--- src/rtl/t1_ovl_pkg.sv ---
// Shared constants and types for the T1 transmit overlay.
// Assumes bit 1 of a DS0 byte is its MSB (data bit 7) and bit 8 its LSB.
package t1_ovl_pkg;
    localparam int BYTE_W   = 8;
    localparam int BIT8_POS = 0;   // signaling bit position
    localparam int BIT7_POS = 1;   // zero-code stuffing position
    localparam int BIT2_POS = 6;   // yellow alarm position

    typedef struct packed {
        logic d4;
        logic yellow;
        logic stuff_all;
    } line_ctl_t;
endpackage

--- src/rtl/t1_ovl_regs.sv ---
// Host register file: clear-channel mask, idle-select mask and idle pattern.
// Assumes NUM_CH is a multiple of 8; one byte register per group of 8 channels.
module t1_ovl_regs #(
    parameter int NUM_CH    = 24,
    parameter int ADDR_W    = 8,
    parameter int TR_BASE   = 'h39,
    parameter int ID_BASE   = 'h3C,
    parameter int IDLE_ADDR = 'h3F
) (
    input  logic                        clk,
    input  logic                        rst_n,
    input  logic                        we,
    input  logic [ADDR_W-1:0]           addr,
    input  logic [t1_ovl_pkg::BYTE_W-1:0] wdata,
    output logic [t1_ovl_pkg::BYTE_W-1:0] rdata,
    output logic [NUM_CH-1:0]           transp_mask,
    output logic [NUM_CH-1:0]           idle_mask,
    output logic [t1_ovl_pkg::BYTE_W-1:0] idle_code
);
    import t1_ovl_pkg::*;
    localparam int NUM_GRP = NUM_CH / BYTE_W;

    logic [BYTE_W-1:0] tr_q [NUM_GRP];
    logic [BYTE_W-1:0] id_q [NUM_GRP];

    for (genvar g = 0; g < NUM_GRP; g++) begin : g_grp
        // Write one group byte of each mask when its address is strobed.
        always_ff @(posedge clk) begin
            if (!rst_n) begin
                tr_q[g] <= '0;
                id_q[g] <= '0;
            end else if (we) begin
                if (addr == ADDR_W'(TR_BASE + g)) tr_q[g] <= wdata;
                if (addr == ADDR_W'(ID_BASE + g)) id_q[g] <= wdata;
            end
        end
        assign transp_mask[g*BYTE_W +: BYTE_W] = tr_q[g];
        assign idle_mask[g*BYTE_W +: BYTE_W]   = id_q[g];
    end

    // Write the idle pattern register.
    always_ff @(posedge clk) begin
        if (!rst_n)                                    idle_code <= '0;
        else if (we && addr == ADDR_W'(IDLE_ADDR))     idle_code <= wdata;
    end

    // Select read data; unmapped addresses return zero.
    always_comb begin
        rdata = '0;
        for (int g = 0; g < NUM_GRP; g++) begin
            if (addr == ADDR_W'(TR_BASE + g)) rdata = tr_q[g];
            if (addr == ADDR_W'(ID_BASE + g)) rdata = id_q[g];
        end
        if (addr == ADDR_W'(IDLE_ADDR)) rdata = idle_code;
    end
endmodule

--- src/rtl/t1_ovl_edit.sv ---
// Combinational edit of one DS0 byte: idle substitution, robbed-bit
// signaling, bit 7 stuffing and yellow bit-2 clearing, in that order.
// Assumes the frame number counts 1..SF_LEN within the superframe.
module t1_ovl_edit #(
    parameter int FRAME_W = 4,
    parameter int SIG_FA  = 6,
    parameter int SIG_FB  = 12
) (
    input  logic [t1_ovl_pkg::BYTE_W-1:0] byte_in,
    input  logic [t1_ovl_pkg::BYTE_W-1:0] idle_code,
    input  logic                          transp,
    input  logic                          idle,
    input  logic [FRAME_W-1:0]            frame,
    input  logic                          sig_a,
    input  logic                          sig_b,
    input  t1_ovl_pkg::line_ctl_t         ctl,
    output logic [t1_ovl_pkg::BYTE_W-1:0] byte_out
);
    import t1_ovl_pkg::*;

    // Apply the four edits in order on a working copy.
    always_comb begin
        byte_out = idle ? idle_code : byte_in;
        if (!transp) begin
            if (frame == FRAME_W'(SIG_FA))      byte_out[BIT8_POS] = sig_a;
            else if (frame == FRAME_W'(SIG_FB)) byte_out[BIT8_POS] = sig_b;
        end
        if ((!transp || ctl.stuff_all) && byte_out == '0)
            byte_out[BIT7_POS] = 1'b1;
        if (ctl.d4 && ctl.yellow)
            byte_out[BIT2_POS] = 1'b0;
    end
endmodule

--- src/rtl/t1_tx_overlay.sv ---
// T1 transmit per-channel overlay. Looks up the channel's clear and idle
// bits, edits the byte and registers it with its valid flag (one cycle).
// Assumes in_chan < NUM_CH; larger indices are edited as plain channels.
module t1_tx_overlay #(
    parameter int NUM_CH  = 24,
    parameter int CH_W    = $clog2(NUM_CH),
    parameter int FRAME_W = 4,
    parameter int ADDR_W  = 8
) (
    input  logic              clk,
    input  logic              rst_n,
    input  logic              host_we,
    input  logic [ADDR_W-1:0] host_addr,
    input  logic [7:0]        host_wdata,
    output logic [7:0]        host_rdata,
    input  logic              d4_mode,
    input  logic              yellow_tx,
    input  logic              stuff_all_a,
    input  logic              stuff_all_b,
    input  logic              in_valid,
    input  logic [CH_W-1:0]   in_chan,
    input  logic [FRAME_W-1:0] in_frame,
    input  logic              in_sig_a,
    input  logic              in_sig_b,
    input  logic [7:0]        in_byte,
    output logic              out_valid,
    output logic [7:0]        out_byte
);
    import t1_ovl_pkg::*;

    logic [NUM_CH-1:0] transp_mask;
    logic [NUM_CH-1:0] idle_mask;
    logic [BYTE_W-1:0] idle_code;
    logic              ch_ok, ch_tr, ch_id;
    line_ctl_t         ctl;
    logic [BYTE_W-1:0] edited;

    t1_ovl_regs #(
        .NUM_CH(NUM_CH), .ADDR_W(ADDR_W),
        .TR_BASE('h39), .ID_BASE('h3C), .IDLE_ADDR('h3F)
    ) u_regs (
        .clk(clk), .rst_n(rst_n), .we(host_we), .addr(host_addr),
        .wdata(host_wdata), .rdata(host_rdata),
        .transp_mask(transp_mask), .idle_mask(idle_mask), .idle_code(idle_code)
    );

    // Look up this channel's mask bits and gather line controls.
    always_comb begin
        ch_ok         = (int'(in_chan) < NUM_CH);
        ch_tr         = ch_ok ? transp_mask[in_chan] : 1'b0;
        ch_id         = ch_ok ? idle_mask[in_chan]   : 1'b0;
        ctl.d4        = d4_mode;
        ctl.yellow    = yellow_tx;
        ctl.stuff_all = stuff_all_a & stuff_all_b;
    end

    t1_ovl_edit #(.FRAME_W(FRAME_W), .SIG_FA(6), .SIG_FB(12)) u_edit (
        .byte_in(in_byte), .idle_code(idle_code), .transp(ch_tr), .idle(ch_id),
        .frame(in_frame), .sig_a(in_sig_a), .sig_b(in_sig_b), .ctl(ctl),
        .byte_out(edited)
    );

    // Register the edited byte and its valid flag.
    always_ff @(posedge clk) begin
        if (!rst_n) begin
            out_valid <= 1'b0;
            out_byte  <= '0;
        end else begin
            out_valid <= in_valid;
            if (in_valid) out_byte <= edited;
        end
    end
endmodule

--- config.mk ---
export PLATFORM = sky130hd
export DESIGN_NAME = t1_tx_overlay
export DESIGN_NICKNAME = d
export VERILOG_FILES = /design/src/rtl/t1_ovl_pkg.sv /design/src/rtl/t1_ovl_regs.sv /design/src/rtl/t1_ovl_edit.sv /design/src/rtl/t1_tx_overlay.sv
export SDC_FILE = /design/constraint.sdc
export NUM_CORES = 1
export LEC_CHECK = 0
export ABC_AREA = 0
export BUFFER_PORTS_ARGS = -buffer_cell sky130_fd_sc_hd__buf_2
export CORE_UTILIZATION = 57
export DETAILED_ROUTE_END_ITERATION = 8
export PLACE_DENSITY = 0.8
export SLEW_MARGIN = 30
export SYNTH_ARGS = -nofsm -noshare
export SYNTH_HDL_FRONTEND = slang
export SYNTH_HIERARCHICAL = 1
export SYNTH_SLANG_ARGS = --single-unit
--- constraint.sdc ---
create_clock -name clk -period 3.4 [get_ports clk]
set_clock_uncertainty 0.2 [all_clocks]
set_input_delay 0.68 -clock clk [delete_from_list [all_inputs] [get_ports clk]]
set_output_delay 0.68 -clock clk [all_outputs]
set_load 0.005 [all_outputs]
==> out/metrics.cfg <==
[run_status]
status=finished, violations left
failed_checks=DRC

[power]
leakage_nw=1.804
fin_total_pwr_w=0.001989
vdd_ir_drop_max_uv=341.9
power_per_cell_area_nw_per_um2=443.4

[global_route]
number_of_global_route_vias_before_repair=3037
grt_usage=0.3219
first_pass_grt_wire_length_mm=16.42
initial_antenna_violation_count=0
largest_net_degree_at_the_start_of_global_routing=27
overflow=0

[placed_design]
port_buffers=59
gp_routability_congestion=0.9267
dp_hpwl_mm=7.953

[cts]
tritoncts=yes
ctsHoldBuffers=0
path_clk_slew_ps=80
source_to_sink_clock_delay_at_the_later_pin_of_the_worst_skew_pair_ps=350
htree_num_levels=3
clkSinkCount=65
cts.repair.resized=0
numCtsBuffers=9
setup_repair_bufs_after_cts=0
cts-root-buf=clkbuf_8
clock_path_buffers=2

[sta]
timing.final.crit_period_ps=3245
tightestPinTransition_ps=653.6
rsz_0062_raised_after_global_routing=no
timing.final.hold_violations=0
fmaxAchievable_mhz=308.2
fin_tns_setup_ps=0
setup-violations-final=0
slew_viol_final=0
layout_worst_path_cycle_share=0.9543
maxSlewHeadroom=0.5635

[synth]
synth_top_family_by_area=simple AND/OR/NAND/NOR gates
area_fraction_in_compound_gates_after_synthesis=0.1274
syn-cell-area_um2=3820
area_leader_netlist=edfxtp_1
yosys_most_used_dff=edfxtp_1
postSynthNetCount=392
yosys-top-cells-count=and2_1 (51), edfxtp_1 (48), mux2i_1 (35)
post_synth_and_or_nand_nor_area_fraction=0.2155
synth.most_common_cell=and2_1
unique_cell_type_count_in_the_yosys_netlist=51
synthMuxAreaShare=0.1507
post_synth_inst_count=349
synthesis.yosys.warnings=6
synth_register_bits=65
synth.avg_cell_area_um2=10.95
yosys.area_share.xor_xnor=0
synth-adder-area-share=0
postSynth.asyncResetShare=0
synth_largest_type_area_fraction=0.3773
number_of_synthesized_flops_with_an_enable_pin=48
yosysSeqAreaShare=0.4664
synth_top_cells_by_area=edfxtp_1 (38%), mux2i_1 (9.2%), dfxtp_1 (8.9%), and2_1 (8.4%), mux4_2 (2.4%)

[worst_setup_path]
reg2reg_slack_ps=620
r2r_cells=8
reg_to_reg_startpoint=u_regs/id_q[1][5]
timing.critical_path.to_type=primary output
crit_path_start=host_addr[1]
worst-endpoint-arrival_ps=2360
endpoint=host_rdata[1]
worst_setup_path_start_kind=primary input
r2r_end=out_byte[1]
crit_fanout=16
required_time_at_the_endpoint_of_the_critical_path_ps=2520
worstSetupPathType=primary input to primary output

[die]
design.core.area_um2=6422
num_rows=29
die_height_um=83.87
die-width_um=83.87
io_pins=60
floorplan.die_area_um2=7033
start_util=0.5948

[routing]
drtPass1Iterations=8
first_iter_violations=399
num_vias=3204
drc=16
wl_per_cell_um=21.52
total_routed_length_mm=10.78
antenna_left=0
routed_via_density=6.395

[final_layout]
antenna-diode-count=0
finish.net_count=462
post_route_cells_drive_above_1_share=0.2995
fill_cells=484
synthToLayoutAreaGrowth_pct=17.43

[min_path]
hp-class=flop to flop

[job]
maxCapViolCount=0

==> flip-flops by register name (all words and copies together) (netlist names) <==
name / cells
u_regs/idle_code: 8
u_regs/id_q: 24
u_regs/tr_q: 24
out_byte: 8
out_valid: 1
==> metal layers <==
layer	GRT usage	share of wire	vias up
li1	-	-	1445
met1	0.4431	0.41	1489
met3	0.06330	0.11	38
met5	0	0	-
met4	0.1693	0.038	0
met2	0.4829	0.45	232
==> where the power goes <==
part	internal [W]	leakage, nW	switching [W]	total [W]
registers	0.000886	0.594	0.0000272	0.000914
logic	0.000117	1.09	0.000154	0.000271
clock network	0.000486	0.117	0.000318	0.000804
total	0.00149	1.80	0.000499	0.00199
==> area by class of cell <==
type | count | area, um2 | area share
multi-input combinational | 257 | 1893 | 0.4220
sequential | 65 | 1782 | 0.3972
timing repair buffer | 79 | 445.4 | 0.09930
clock buffer | 9 | 123.9 | 0.02762
clock inverter | 7 | 118.9 | 0.02650
tap | 77 | 96.34 | 0.02148
inverter | 7 | 26.28 | 0.005858
==> cells in the final DEF (no fill, tap or decap), drive strengths merged, types with 10 or more instances in the layout <==
cell,count
o21ai,21
nand2,24
dfxtp,17
a21oi,16
nor2,11
nand3,17
nor2b,10
mux2i,35
edfxtp,48
buf,79
and2,51
==> how the worst min path moves through the flow <==
stage | slack (ps) | to | depth (start not counted) | from
after global placement | 270 | u_regs/idle_code[1] | 2 | u_regs/idle_code[1]
after detailed placement | 280 | u_regs/idle_code[1] | 2 | u_regs/idle_code[1]
final | 290 | u_regs/idle_code[1] | 2 | u_regs/idle_code[1]
after global routing | 300 | u_regs/idle_code[3] | 2 | u_regs/idle_code[3]
after CTS | 290 | u_regs/idle_code[3] | 2 | u_regs/idle_code[3]
after floorplan | 250 | u_regs/idle_code[2] | 2 | u_regs/idle_code[2]
==> per-stage QoR <==
step,cell area [um2],worst slack (ps),instances,util,hold slack [ps]
after CTS,4486,220.3,501,0.6984,291.4
after detailed placement,4243,104.4,485,0.6606,277.1
after global routing,4486,123.4,501,0.6984,303.8
after global placement,4243,197.3,485,0.6606,268.2
after floorplan,3820,458.7,349,-,246.0
final,4486,155.3,501,0.6984,288.5
==> worst max-delay path, cell delays in order <==
cell,delay [ps]
buf_2,230
buf_4,230
nor2_1,190
a22o_1,200
a21oi_1,70
a2111oi_0,550
buf_2,220
==> cell families (layout without fill, tap and decap cells) <==
logic type	count (synthesis)	after routing
AO/OA/AOI/OAI	71	71
AND/OR/NAND/NOR	137	137
buffers and inverters	27	102
multiplexers	49	49
flip-flops	65	65
Power figures use the tool's default switching activity.
